--- src/rtl/spi_slv_pkg.sv ---
`timescale 1ns/1ps
package spi_slv_pkg;

    // Packed so that a cast from the 2-bit code puts polarity in bit 1.
    typedef struct packed {
        logic pol;
        logic pha;
    } spi_mode_t;

    // Leading edge of a bit cell for the given idle polarity.
    function automatic logic pick_lead(input logic pol, input logic rise, input logic fall);
        return pol ? fall : rise;
    endfunction

    function automatic logic pick_trail(input logic pol, input logic rise, input logic fall);
        return pol ? rise : fall;
    endfunction

endpackage

--- src/rtl/spi_slv_sync.sv ---
`timescale 1ns/1ps
module spi_slv_sync #(
    parameter int unsigned   LANES   = 3,
    parameter int unsigned   STAGES  = 2,
    parameter logic [LANES-1:0] RST_VAL = '0
) (
    input  logic             clk_i,
    input  logic             rst_ni,
    input  logic [LANES-1:0] async_i,
    output logic [LANES-1:0] sync_o
);

    for (genvar g = 0; g < LANES; g++) begin : g_lane
        logic [STAGES-1:0] pipe_d, pipe_q;

        always_comb begin
            pipe_d = {pipe_q[STAGES-2:0], async_i[g]};
        end

        always_ff @(posedge clk_i or negedge rst_ni) begin
            if (!rst_ni) begin
                pipe_q <= {STAGES{RST_VAL[g]}};
            end else begin
                pipe_q <= pipe_d;
            end
        end

        assign sync_o[g] = pipe_q[STAGES-1];
    end

endmodule

--- src/rtl/spi_slv_edge.sv ---
`timescale 1ns/1ps
module spi_slv_edge
    import spi_slv_pkg::*;
(
    input  logic clk_i,
    input  logic rst_ni,
    input  logic sclk_s_i,
    input  logic ss_s_i,
    input  logic pol_i,
    output logic sel_fall_o,
    output logic sel_rise_o,
    output logic lead_o,
    output logic trail_o
);

    typedef struct packed {
        logic sclk;
        logic ss;
    } hist_t;

    hist_t hist_d, hist_q;
    logic  sclk_rise, sclk_fall;

    always_comb begin
        hist_d.sclk = sclk_s_i;
        hist_d.ss   = ss_s_i;
    end

    always_ff @(posedge clk_i or negedge rst_ni) begin
        if (!rst_ni) begin
            hist_q.sclk <= 1'b0;
            hist_q.ss   <= 1'b1;
        end else begin
            hist_q <= hist_d;
        end
    end

    always_comb begin
        sclk_rise  = sclk_s_i & ~hist_q.sclk;
        sclk_fall  = ~sclk_s_i & hist_q.sclk;
        sel_fall_o = ~ss_s_i & hist_q.ss;
        sel_rise_o = ss_s_i & ~hist_q.ss;
        lead_o     = pick_lead(pol_i, sclk_rise, sclk_fall);
        trail_o    = pick_trail(pol_i, sclk_rise, sclk_fall);
    end

endmodule

--- src/rtl/spi_slv_core.sv ---
`timescale 1ns/1ps
module spi_slv_core
    import spi_slv_pkg::*;
#(
    parameter int unsigned WORD_W = 8,
    parameter int unsigned CNT_W  = $clog2(WORD_W + 1)
) (
    input  logic              clk_i,
    input  logic              rst_ni,
    input  logic [1:0]        mode_i,
    input  logic [WORD_W-1:0] tx_word_i,
    input  logic              sel_fall_i,
    input  logic              sel_rise_i,
    input  logic              lead_i,
    input  logic              trail_i,
    input  logic              mosi_s_i,
    output logic              pol_o,
    output logic              active_o,
    output logic              miso_o,
    output logic              done_o,
    output logic [WORD_W-1:0] rx_word_o,
    output logic [CNT_W-1:0]  rx_count_o
);

    localparam logic [CNT_W-1:0] CNT_MAX = CNT_W'(WORD_W);

    typedef struct packed {
        logic              act;
        spi_mode_t         mode;
        logic [WORD_W-1:0] tx_sh;
        logic [WORD_W-1:0] rx_sh;
        logic [CNT_W-1:0]  cnt;
        logic              miso;
        logic              done;
        logic [WORD_W-1:0] rx_word;
        logic [CNT_W-1:0]  rx_cnt;
    } core_t;

    core_t st_d, st_q;
    logic  do_sample, do_drive;

    always_comb begin
        st_d      = st_q;
        st_d.done = 1'b0;
        do_sample = st_q.mode.pha ? trail_i : lead_i;
        do_drive  = st_q.mode.pha ? lead_i  : trail_i;

        if (sel_fall_i) begin
            st_d.act   = 1'b1;
            st_d.mode  = spi_mode_t'(mode_i);
            st_d.rx_sh = '0;
            st_d.cnt   = '0;
            if (mode_i[0]) begin
                // Phase 1: first bit goes out on the first leading edge.
                st_d.tx_sh = tx_word_i;
                st_d.miso  = 1'b0;
            end else begin
                // Phase 0: MSB is on the line before any clock edge.
                st_d.tx_sh = tx_word_i << 1;
                st_d.miso  = tx_word_i[WORD_W-1];
            end
        end else if (sel_rise_i) begin
            if (st_q.act) begin
                st_d.act     = 1'b0;
                st_d.done    = 1'b1;
                st_d.rx_word = st_q.rx_sh;
                st_d.rx_cnt  = st_q.cnt;
            end
            st_d.miso = 1'b0;
        end else if (st_q.act) begin
            if (do_sample) begin
                st_d.rx_sh = WORD_W'({st_q.rx_sh, mosi_s_i});
                if (st_q.cnt != CNT_MAX) begin
                    st_d.cnt = st_q.cnt + 1'b1;
                end
            end
            if (do_drive) begin
                st_d.miso  = st_q.tx_sh[WORD_W-1];
                st_d.tx_sh = st_q.tx_sh << 1;
            end
        end
    end

    always_ff @(posedge clk_i or negedge rst_ni) begin
        if (!rst_ni) begin
            st_q <= '0;
        end else begin
            st_q <= st_d;
        end
    end

    assign pol_o      = st_q.mode.pol;
    assign active_o   = st_q.act;
    assign miso_o     = st_q.miso;
    assign done_o     = st_q.done;
    assign rx_word_o  = st_q.rx_word;
    assign rx_count_o = st_q.rx_cnt;

endmodule

--- src/rtl/spi_mode_slave.sv ---
`timescale 1ns/1ps
module spi_mode_slave #(
    parameter int unsigned WORD_W    = 8,
    parameter int unsigned SYNC_FLOPS = 2
) (
    input  logic                          clk_i,
    input  logic                          rst_ni,
    input  logic [1:0]                    mode_i,
    input  logic                          sclk_i,
    input  logic                          ss_ni,
    input  logic                          mosi_i,
    input  logic [WORD_W-1:0]             tx_word_i,
    output logic                          miso_o,
    output logic                          miso_oe_o,
    output logic                          done_o,
    output logic [WORD_W-1:0]             rx_word_o,
    output logic [$clog2(WORD_W+1)-1:0]   rx_count_o
);

    localparam int unsigned CNT_W = $clog2(WORD_W + 1);
    localparam int unsigned LANES = 3;
    localparam int unsigned L_SCLK = 0;
    localparam int unsigned L_SS   = 1;
    localparam int unsigned L_MOSI = 2;

    logic [LANES-1:0] pins_raw, pins_s;
    logic sel_fall, sel_rise, lead, trail, pol, active;

    assign pins_raw[L_SCLK] = sclk_i;
    assign pins_raw[L_SS]   = ss_ni;
    assign pins_raw[L_MOSI] = mosi_i;

    spi_slv_sync #(
        .LANES  (LANES),
        .STAGES (SYNC_FLOPS),
        .RST_VAL(LANES'(1) << L_SS)
    ) i_sync (
        .clk_i  (clk_i),
        .rst_ni (rst_ni),
        .async_i(pins_raw),
        .sync_o (pins_s)
    );

    spi_slv_edge i_edge (
        .clk_i     (clk_i),
        .rst_ni    (rst_ni),
        .sclk_s_i  (pins_s[L_SCLK]),
        .ss_s_i    (pins_s[L_SS]),
        .pol_i     (pol),
        .sel_fall_o(sel_fall),
        .sel_rise_o(sel_rise),
        .lead_o    (lead),
        .trail_o   (trail)
    );

    spi_slv_core #(
        .WORD_W(WORD_W),
        .CNT_W (CNT_W)
    ) i_core (
        .clk_i     (clk_i),
        .rst_ni    (rst_ni),
        .mode_i    (mode_i),
        .tx_word_i (tx_word_i),
        .sel_fall_i(sel_fall),
        .sel_rise_i(sel_rise),
        .lead_i    (lead),
        .trail_i   (trail),
        .mosi_s_i  (pins_s[L_MOSI]),
        .pol_o     (pol),
        .active_o  (active),
        .miso_o    (miso_o),
        .done_o    (done_o),
        .rx_word_o (rx_word_o),
        .rx_count_o(rx_count_o)
    );

    assign miso_oe_o = active;

endmodule

--- config.mk ---
export PLATFORM = sky130hd
export DESIGN_NAME = spi_mode_slave
export DESIGN_NICKNAME = d
export VERILOG_FILES = /design/src/rtl/spi_slv_pkg.sv /design/src/rtl/spi_slv_sync.sv /design/src/rtl/spi_slv_edge.sv /design/src/rtl/spi_slv_core.sv /design/src/rtl/spi_mode_slave.sv
export SDC_FILE = /design/constraint.sdc
export NUM_CORES = 1
export LEC_CHECK = 0
export ABC_AREA = 1
export CAP_MARGIN = 20
export CORE_ASPECT_RATIO = 0.6
export CORE_MARGIN = 4
export CORE_UTILIZATION = 56
export CTS_BUF_LIST = sky130_fd_sc_hd__clkbuf_4 sky130_fd_sc_hd__clkbuf_8
export DETAILED_ROUTE_END_ITERATION = 10
export PLACE_DENSITY = 0.77
export RECOVER_POWER = 50
export SLEW_MARGIN = 40
export SYNTH_ARGS = -nofsm -noshare
export SYNTH_HDL_FRONTEND = slang
export SYNTH_SLANG_ARGS = --single-unit
--- constraint.sdc ---
create_clock -name clk_i -period 1.97 [get_ports clk_i]
set_input_delay 0.394 -clock clk_i [delete_from_list [all_inputs] [get_ports clk_i]]
set_output_delay 0.394 -clock clk_i [all_outputs]
set_load 0.02 [all_outputs]
==> metrics <==
outcome=complete, no violations; Final Cycle Share=0.9223; largest net degree at the start of global routing=26; Max FO, Critical Path=20; PwrDens=between 1000 and 1500 mW/mm2; CTS tree=built; die area=0.004931 mm2; Crit Path Category=register to register; FF-to-FF path depth=8; Async SR Flop Fraction=1.000; sequential area share after synthesis=0.5250; first-pass iteration count of the detailed router=4; Initial Util=0.5848; Fin. Hold Viols=0; LEAKAGE=1.264 nW; setup TNS=0 ns; fmax=550.4 MHz; Design Area, Final=0.002532 mm2; DRC violations left=0; Slew Viols, Final=0; initial antenna violation count=0; Post-synth EDFFs=0; Final Wtd Congestion=0.8163; Synth warnings=0; Vias=roughly 1,700; port bufs=29; # IOs=30; Reg2Reg Setup Slack=approximately 0.15 ns; wire length per cell=12.73 um; Worst-Margin Slew=1.087 ns; CTS buffer count=5; number of placement rows=17; Worst-Skew Late Latency=0.29 ns; skew final=roughly 0.0065 ns; Arr. time, crit path=2.00 ns; Max VDD drop=0.6214 mV; ys flop type=dfrtp_1; clock transition at the registers of the reported paths=0.08 ns; RSZ-0062 raised after global routing=no; layout cell share with drive strength beyond 1=0.1147; final setup fails=0; Syn-to-layout area delta=17.67%; routed wire length=~4.2 mm; Post-Syn Area=0.002152 mm2; Max-slew headroom=0.2753; RR Endpoint=i_core.st_q[14]; count of different cell masters after synthesis=24; Avg Inst Size Synth=8.540 um2; global-route wire length before repair=roughly 7.3 mm; chip height=56.02 um; worst min-delay path category=input pin to asynchronous set/reset pin; Mapped Cells=252; post-layout min period=1.817 ns; Critical Path Start Type=register; Synth Register Bits=45; Via density=approximately 5.1; core area=approximately 0.0037 mm2; n_diodes=0; max_cap viols=0; DP Area=0.002412 mm2; clk sink count=45; R2R Path Start=i_sync.g_lane[1].pipe_q[1]; H-tree depth=2; Post-DP HPWL=3.090 mm; Final #Nets=between 200 and 300; Post-Synthesis Net Count=271; WP data required=around 2.2 ns; Total GRT Usage=0.1886; crit end category=register; vias in the first global route=about 1,600; CTS root buf=clkbuf_8; DR iter-0 viols=119; antenna-violating nets left=0; die width=just under 90 um; gr ovfl total=0; Max clock buf depth=2
cells by family (layout without fill, tap and decap cells):
group / after synthesis / in the layout / share of synthesized area
XOR/XNOR: 1 / 1 / 0.004071
adder cells (fa/ha/maj): 4 / 4 / 0.02326
AND/OR/NAND/NOR: 147 / 147 / 0.3035
flip-flops: 45 / 45 / 0.5250
AO/OA/AOI/OAI: 16 / 16 / 0.04070
buffers and inverters: 39 / 66 / 0.1035
state kept, by name, summed over array words and instances (netlist names):
name                  count
i_core.active_o           1
i_core.done_o             1
i_core.miso_o             1
i_core.pol_o              1
i_core.rx_count_o         4
i_core.rx_word_o          8
i_core.st_q              21
i_edge.hist_q             2
i_sync.g_lane.pipe_q      6
worst max-delay path, stage by stage (launching register included):
cell and delay [ns]:
dfstp_1 0.57, inv_1 0.06, ha_1 0.24, inv_2 0.07, buf_4 0.23, nand4_1 0.22
buf_4 0.20, nand3_1 0.07, nand2_1 0.05
cell type report:
class	count	area (um2)
Inverter	19	73.82
Clock buffer	6	76.32
Fill cell	301	1147
Sequential cell	45	1130
Timing Repair Buffer	39	356.6
Tap cell	47	58.81
Multi-Input combinational cell	168	802.0
Clock inverter	2	35.03
per-stage QoR:
stage	instances	hold WS, ns	util	setup WS [ns]	power (W)
after CTS	323	0.06571	0.6858	0.1344	0.002832
after detailed placement	315	0.3379	0.6556	0.1604	0.002142
final	326	0.2810	0.6882	0.1531	0.002814
after global placement	315	0.3332	0.6556	0.1917	0.002114
after global routing	326	0.3611	0.6882	0.01012	0.003013
after floorplan	252	0.09841	-	0.3429	0.001908
repair_timing:
action,CTS,global route
buffers inserted,0,3
hold endpoints to repair,0,0
hold buffers,0,0
gates resized for setup,0,1
setup endpoints to repair,0,11
where the power goes:
part           total (W)  internal, W  switching [W]
registers        0.00132      0.00116       0.000163
logic           0.000805     0.000359       0.000446
clock network   0.000688     0.000390       0.000298
total            0.00281      0.00191       0.000907
cells in the mapped netlist, types with 3 or more instances:
cell type	n	share of area
dfstp_2	3	0.037
nor2_1	8	0.014
ha_1	4	0.023
nand4_1	3	0.0087
dfrtp_1	42	0.49
buf_4	13	0.045
o21ai_0	5	0.012
buf_6	3	0.016
inv_1	16	0.028
nand2_1	94	0.16
nand3_1	36	0.084
o21ai_1	8	0.019
cell usage in the layout, fill, tap and decap left out, drive strengths merged:
master	instances
nand3	39
dfstp	3
nor3	1
nand4	3
ha	4
buf	9
o21ai	15
clkinv	1
dfrtp	42
dlygate4sd3	3
inv	19
a21oi	1
bufinv	1
nand2	94
xor2	1
clkbuf	8
clkdlybuf4s50	25
nor2	10
worst max-delay path by stage:
stage                                    start                   to  cells past startpoint
floorplan           i_sync.g_lane[1].pipe_q[1]  i_core.rx_word_o[0]                      8
global placement              i_edge.hist_q[0]      i_core.st_q[32]                      7
detailed placement            i_edge.hist_q[0]      i_core.st_q[33]                      8
CTS                           i_edge.hist_q[0]      i_core.st_q[31]                      8
global route        i_sync.g_lane[1].pipe_q[1]      i_core.st_q[17]                      8
finish              i_sync.g_lane[1].pipe_q[1]      i_core.st_q[14]                      8
layer usage:
layer,vias up,part of all wire,global-route usage
li1,841,-,-
met1,786,0.51,0.2895
met2,45,0.42,0.2586
met3,4,0.066,0.04882
met4,0,0.0089,0.05603
met5,-,0,0
Note: power is estimated with default switching activity, not from simulation.
